**src/rtl/fdct4_pkg.sv**
```systemverilog
`timescale 1ns/1ps
package fdct4_pkg;
  localparam int SW      = 16;          // sample and coefficient width
  localparam int LANES   = 4;           // tile edge length
  localparam int WW      = 32;          // widened output lane width
  localparam int PW      = 32;          // product width
  localparam int PRE_SH  = 4;           // input prescale shift
  localparam int RND_SH  = 14;          // fixed-point constant width
  localparam int FIN_SH  = 2;           // final divide shift
  localparam int IDXW    = $clog2(LANES);
  localparam int ROWW    = LANES * SW;
  localparam int OUTW    = LANES * WW;

  localparam logic signed [PW-1:0] K_MID = PW'(11585);
  localparam logic signed [PW-1:0] K_HI  = PW'(15137);
  localparam logic signed [PW-1:0] K_LO  = PW'(6270);
  localparam logic signed [PW:0]   RND_BIAS =
    {{(PW+1-RND_SH){1'b0}}, 1'b1, {(RND_SH-1){1'b0}}};

  typedef logic signed [SW-1:0] samp_t;
  typedef logic [LANES-1:0][SW-1:0] lane_vec_t;
  typedef enum logic [1:0] {PH_LOAD, PH_COLS, PH_ROWS, PH_EMIT} phase_t;

  // scale by 16 with wrap, optional one-unit bias for the corner sample
  function automatic samp_t prescale(samp_t x, logic corner);
    samp_t s;
    s = samp_t'(x <<< PRE_SH);
    if (corner && (x != '0)) s = s + samp_t'(1);
    return s;
  endfunction

  // rounding right shift by the constant width, then keep the low bits
  function automatic samp_t round_narrow(logic signed [PW-1:0] p);
    logic signed [PW:0] t;
    t = ($signed({p[PW-1], p}) + RND_BIAS) >>> RND_SH;
    return samp_t'(t);
  endfunction

  // offset-by-one divide by four
  function automatic samp_t final_adjust(samp_t x);
    samp_t t;
    t = x + samp_t'(1);
    return t >>> FIN_SH;
  endfunction
endpackage

```
**src/rtl/fdct4_seq.sv**
```systemverilog
`timescale 1ns/1ps
module fdct4_seq
  import fdct4_pkg::*;
(
  input  logic            clk,
  input  logic            rst_n,
  input  logic            in_valid,
  input  logic            out_ready,
  output logic            in_ready,
  output logic            out_valid,
  output phase_t          phase,
  output logic [IDXW-1:0] idx,
  output logic            load_fire,
  output logic            load_done,
  output logic            emit_done
);
  logic   step, last_idx, emit_fire;
  phase_t phase_nx;

  assign in_ready  = (phase == PH_LOAD);
  assign out_valid = (phase == PH_EMIT);
  assign load_fire = in_ready && in_valid;
  assign emit_fire = out_valid && out_ready;
  assign last_idx  = (idx == IDXW'(LANES-1));
  assign step      = load_fire || emit_fire ||
                     (phase == PH_COLS) || (phase == PH_ROWS);
  assign load_done = load_fire && last_idx;
  assign emit_done = emit_fire && last_idx;

  always_comb begin
    case (phase)
      PH_LOAD: phase_nx = PH_COLS;
      PH_COLS: phase_nx = PH_ROWS;
      PH_ROWS: phase_nx = PH_EMIT;
      default: phase_nx = PH_LOAD;
    endcase
  end

  always_ff @(posedge clk) begin
    if (!rst_n) begin
      phase <= PH_LOAD;
      idx   <= '0;
    end else if (step) begin
      idx <= last_idx ? '0 : idx + IDXW'(1);
      if (last_idx) phase <= phase_nx;
    end
  end
endmodule

```
**src/rtl/fdct4_bank.sv**
```systemverilog
`timescale 1ns/1ps
module fdct4_bank
  import fdct4_pkg::*;
(
  input  logic            clk,
  input  logic            rst_n,
  input  logic            wr_en,
  input  logic [IDXW-1:0] wr_idx,
  input  lane_vec_t       wr_vec,
  input  logic [IDXW-1:0] rd_idx,
  output lane_vec_t       rd_vec
);
  // rows are written whole, columns are read whole: the transpose
  // between passes comes from this addressing
  for (genvar r = 0; r < LANES; r++) begin : g_row
    lane_vec_t row_q;
    always_ff @(posedge clk) begin
      if (!rst_n)                                row_q <= '0;
      else if (wr_en && (wr_idx == IDXW'(r)))    row_q <= wr_vec;
    end
    assign rd_vec[r] = row_q[rd_idx];
  end
endmodule

```
**src/rtl/fdct4_pass.sv**
```systemverilog
`timescale 1ns/1ps
module fdct4_pass
  import fdct4_pkg::*;
(
  input  lane_vec_t vin,
  output lane_vec_t vout
);
  samp_t v0, v1, v2, v3;
  samp_t s_sum, t_sum, u_dif, w_dif;
  logic signed [PW-1:0] st_add, st_sub, y0, y1, y2, y3;

  assign v0 = samp_t'(vin[0]);
  assign v1 = samp_t'(vin[1]);
  assign v2 = samp_t'(vin[2]);
  assign v3 = samp_t'(vin[3]);

  // butterflies wrap at the sample width
  assign s_sum = v0 + v3;
  assign t_sum = v1 + v2;
  assign u_dif = v1 - v2;
  assign w_dif = v0 - v3;

  // the even sums are widened before the multiply
  assign st_add = PW'(s_sum) + PW'(t_sum);
  assign st_sub = PW'(s_sum) - PW'(t_sum);
  assign y0 = st_add * K_MID;
  assign y2 = st_sub * K_MID;
  assign y1 = PW'(w_dif) * K_HI + PW'(u_dif) * K_LO;
  assign y3 = PW'(w_dif) * K_LO - PW'(u_dif) * K_HI;

  assign vout[0] = round_narrow(y0);
  assign vout[1] = round_narrow(y1);
  assign vout[2] = round_narrow(y2);
  assign vout[3] = round_narrow(y3);
endmodule

```
**src/rtl/fdct4_fmt.sv**
```systemverilog
`timescale 1ns/1ps
module fdct4_fmt
  import fdct4_pkg::*;
(
  input  lane_vec_t        coef,
  input  logic             wide,
  output logic [OUTW-1:0]  row
);
  logic [OUTW-1:0] narrow_v, wide_v;

  for (genvar k = 0; k < LANES; k++) begin : g_lane
    samp_t adj;
    assign adj = final_adjust(samp_t'(coef[k]));
    assign narrow_v[k*SW +: SW] = adj;
    assign wide_v[k*WW +: WW]   = {{(WW-SW){adj[SW-1]}}, adj};
  end
  assign narrow_v[OUTW-1:ROWW] = '0;

  assign row = wide ? wide_v : narrow_v;
endmodule

```
**src/rtl/tile_fdct4.sv**
```systemverilog
`timescale 1ns/1ps
module tile_fdct4
  import fdct4_pkg::*;
(
  input  logic            clk,
  input  logic            rst_n,
  input  logic            in_valid,
  output logic            in_ready,
  input  logic [ROWW-1:0] in_row,
  input  logic            wide_mode,
  output logic            out_valid,
  input  logic            out_ready,
  output logic [OUTW-1:0] out_row
);
  phase_t          phase;
  logic [IDXW-1:0] idx;
  logic            load_fire, load_done, emit_done;
  lane_vec_t       pre_row, a_col, b_col, pass_in, pass_out, a_wr;
  logic            a_we, b_we;

  fdct4_seq u_seq (
    .clk(clk), .rst_n(rst_n), .in_valid(in_valid), .out_ready(out_ready),
    .in_ready(in_ready), .out_valid(out_valid), .phase(phase), .idx(idx),
    .load_fire(load_fire), .load_done(load_done), .emit_done(emit_done)
  );

  // prescale on the way in; lane 0 of row 0 is the biased corner
  for (genvar k = 0; k < LANES; k++) begin : g_pre
    if (k == 0) begin : g_corner
      assign pre_row[k] = prescale(samp_t'(in_row[k*SW +: SW]), idx == '0);
    end else begin : g_plain
      assign pre_row[k] = prescale(samp_t'(in_row[k*SW +: SW]), 1'b0);
    end
  end

  // bank A: loaded tile, later reused for second-pass results
  assign a_we = load_fire || (phase == PH_ROWS);
  assign a_wr = (phase == PH_ROWS) ? pass_out : pre_row;
  fdct4_bank u_bank_a (
    .clk(clk), .rst_n(rst_n), .wr_en(a_we), .wr_idx(idx), .wr_vec(a_wr),
    .rd_idx(idx), .rd_vec(a_col)
  );

  // bank B: first-pass results, written row-wise = transposed
  assign b_we = (phase == PH_COLS);
  fdct4_bank u_bank_b (
    .clk(clk), .rst_n(rst_n), .wr_en(b_we), .wr_idx(idx), .wr_vec(pass_out),
    .rd_idx(idx), .rd_vec(b_col)
  );

  // one datapath shared by both passes
  assign pass_in = (phase == PH_ROWS) ? b_col : a_col;
  fdct4_pass u_pass (.vin(pass_in), .vout(pass_out));

  // final shift and lane layout on the read side of bank A
  fdct4_fmt u_fmt (.coef(a_col), .wide(wide_mode), .row(out_row));
endmodule

```
**config.mk**
```make
export PLATFORM = sky130hd
export DESIGN_NAME = tile_fdct4
export DESIGN_NICKNAME = d
export VERILOG_FILES = /design/src/rtl/fdct4_pkg.sv /design/src/rtl/fdct4_seq.sv /design/src/rtl/fdct4_bank.sv /design/src/rtl/fdct4_pass.sv /design/src/rtl/fdct4_fmt.sv /design/src/rtl/tile_fdct4.sv
export SDC_FILE = /design/constraint.sdc
export NUM_CORES = 2
export LEC_CHECK = 0
export BUFFER_PORTS_ARGS = -buffer_cell sky130_fd_sc_hd__buf_2
export CAP_MARGIN = 5
export CORE_ASPECT_RATIO = 1.5
export CORE_MARGIN = 1
export CORE_UTILIZATION = 58
export CTS_CLUSTER_DIAMETER = 80
export DETAILED_ROUTE_END_ITERATION = 10
export PLACE_DENSITY = 0.78
export SLEW_MARGIN = 40
export SYNTH_ARGS = -nofsm -noshare
export SYNTH_HDL_FRONTEND = slang
export SYNTH_SLANG_ARGS = --single-unit
export TNS_END_PERCENT = 20
```
**constraint.sdc**
```tcl
create_clock -name clk -period 15.6 [get_ports clk]
set_input_delay 0.78 -clock clk [delete_from_list [all_inputs] [get_ports clk]]
set_output_delay 0.78 -clock clk [all_outputs]
set_load 0.02 [all_outputs]
```
==> flow_summary.yaml <==
run_status:
  status: "complete, no violations"
clock_tree:
  cts-buffers-inserted: 41
  cts_sinks: 516
  cts_tree: "done"
  htree_levels: 2
  cts.clk_slew.worst_paths_ps: 70
  root_buffer: "clkbuf_16"
  cts_buffer_depth: 3
  clk_latency_ps: 570
place:
  hpwl_mm: 123
  routabilityCongestion: 1.01
  port_buffers: 186
critical_path:
  critPathTopFamily: "adder cells"
  worstSetupPathType: "reg2reg"
  worstPathRequired_ps: 16010
  crit_slowest_cell: "dfxtp_4"
  path_max_fanout: 21
  cp_num_buf_inv: 9
  crit_top_cell: "fa_1"
  rr_startpoint: "u_seq.idx[0]$_SDFFE_PN0N_"
  cp-end-kind: "register"
  critPathLaunch: "u_seq.idx[0]$_SDFFE_PN0N_"
  cpPeakStageDelay_ps: 630
  cp.arrival_ps: 15200
  worst_setup_path_start_kind: "register"
floorplanning:
  die_y_um: 374
  coreArea_um2: 91700
  rows: 136
  pin_count: 199
  die_w_um: 250
  start_util: 0.585
  die_area_um2: 93700
yosys:
  ys_seq_area_frac: 0.193
  ys_async_sr_fraction: 0
  yosysTopAreaCellShare: 0.193
  synth_seq_cells: 516
  ys.flop_type: "dfxtp_1"
  syn-instance-count: 6129
  yosysUniqueCellTypes: 99
  syn_avg_cell_area_um2: 8.75
  yosys_warnings: 0
  syn_area_um2: 53700
  synth_edf_count: 0
  synth.area.top_cells: "dfxtp_1, fa_1, ha_1"
  synth.largest_area_cell: "dfxtp_1"
  synthesis.nets: 7453
sta:
  period_share: 0.948
  worstMarginPinSlew_ps: 891
  grt_setup_unrepaired: "no"
  hold_viol: 0
  slew_viol_final: 0
  fin_setup_tns_ps: 0
  fin_crit_ps: 14790
  setup_viol: 0
  maxSlewHeadroom: 0.400
  fmax_ghz: 0.0676
  fin_skew_ps: 20.5
detailed_routing:
  wirelength_mm: 152
  antenna_left: 0
  first_iter_violations: 3295
  post_drt_wl_per_cell_um: 20.7
  vias_per_cell: 5.83
  drt-pass1-iter-count: 6
  vias: 42900
  drc: 0
global_route:
  grt-ovfl-total: 0
  grt_pass1_wl_mm: 239
  grt_antenna_before_repair: 2
  grt_usage: 0.329
  grt_max_degree: 143
  grt_pass1_vias: 44200
layout:
  syn2layout_area_growth_pct: 6.32
  layout-drive-gt1-share: 0.0888
  fill_cells: 7613
  nets: 7481
  final_common_cell: "inv_1"
  final_cell_mix: "inv_1, ha_1, a21oi_1"
hold_path:
  min_from: "u_bank_b.g_row[3].row_q[13]$_SDFFE_PN0P_"
  hold_class: "reg2reg"
flow_run:
  drv_cap: 0
sequential cells by signal, indices dropped and copies added (netlist names):
signal                cells
u_bank_a.g_row.row_q    256
u_seq.phase               2
u_seq.idx                 2
u_bank_b.g_row.row_q    256
through the flow:
| step | util | hold WS [ps] | std cells | area, µm² | setup slack, ps |
|---|---|---|---|---|---|
| 3_5_place_dp | 0.608 | 445 | 7287 | 55700 | 382 |
| 6_report | 0.622 | 455 | 7358 | 57000 | 810 |
| 3_3_place_gp | 0.605 | 438 | 7286 | 55500 | 582 |
| 2_1_floorplan | - | 432 | 6129 | 53700 | 1090 |
| 5_1_grt | 0.622 | 471 | 7356 | 57000 | 117 |
| 4_1_cts | 0.621 | 455 | 7356 | 57000 | 317 |
worst reg2reg max path: cells and delay by family (launching register included):
kind / cells / cell delay (ps)
muxes: 1 / 510
DFF: 1 / 630
xor gates and xnor gates: 2 / 500
AOI/OAI and AO/OA: 19 / 4320
and+or+nand+nor: 11 / 2050
adders and majority gates: 14 / 5830
buffers and inverters: 9 / 790
synthesized netlist by cell type (all sizes together), types with 31 or more instances:
cell       n
nor3      41
a21oi    547
mux4     125
buf       94
nand3    115
and2      45
xor2      74
nand2    453
fa       500
xnor2    179
dfxtp    516
ha       755
nor2b     31
a31oi     39
o21ai    252
clkbuf   201
o21a      47
inv     1159
a21o      47
nor2     528
o21bai    39
mux2i     35
a211oi    64
cell type report:
cell class / instances / area (µm²) / area share
antenna: 2 / 5.00 / 0.0000877
clock buffer: 59 / 1160 / 0.0204
clock inverter: 10 / 110 / 0.00193
inverter: 1160 / 4370 / 0.0766
multi-input combinational: 4158 / 37900 / 0.664
sequential: 516 / 10300 / 0.181
tap: 1173 / 1470 / 0.0257
timing repair buffer: 280 / 1710 / 0.0300
final timing paths:
kind,cells after the start,slack (ps),to
setup reg to reg,56,810,u_bank_a.g_row[1].row_q[63]$_SDFFE_PN0P_
hold / removal,2,450,u_bank_b.g_row[3].row_q[13]$_SDFFE_PN0P_
hold reg to reg,2,450,u_bank_b.g_row[3].row_q[13]$_SDFFE_PN0P_
setup / recovery,56,810,u_bank_a.g_row[1].row_q[63]$_SDFFE_PN0P_
repair_timing:
| action | 4_1_cts | 5_1_grt |
|---|---|---|
| buffers inserted | 0 | 0 |
| setup endpoints to repair | 0 | 4 |
| hold buffers | 0 | 0 |
| resized for setup | 0 | 2 |
kinds of logic (layout without fill, tap and decap cells):
group	after synthesis	count (layout)	synth area share
buffers and inverters	1455	1509	0.107
XOR/XNOR	254	254	0.0422
multiplexers	161	161	0.0595
other	1	3	0.0000699
AND/OR/NAND/NOR	1336	1336	0.109
flip-flops	516	516	0.193
adder cells (fa/ha/maj)	1255	1255	0.363
AO/OA/AOI/OAI	1151	1151	0.126
layer usage:
| layer | vias up | part of all wire | GRT usage |
|---|---|---|---|
| met1 | 20900 | 0.35 | 0.356 |
| met4 | 2 | 0.088 | 0.252 |
| met5 | - | 0.00011 | 0 |
| met3 | 502 | 0.061 | 0.0405 |
| li1 | 19900 | - | - |
| met2 | 1605 | 0.50 | 0.583 |
Power is left out: the tool's default activity adds up to more than one toggle a clock period on the data nets, which glitch-free logic cannot reach.
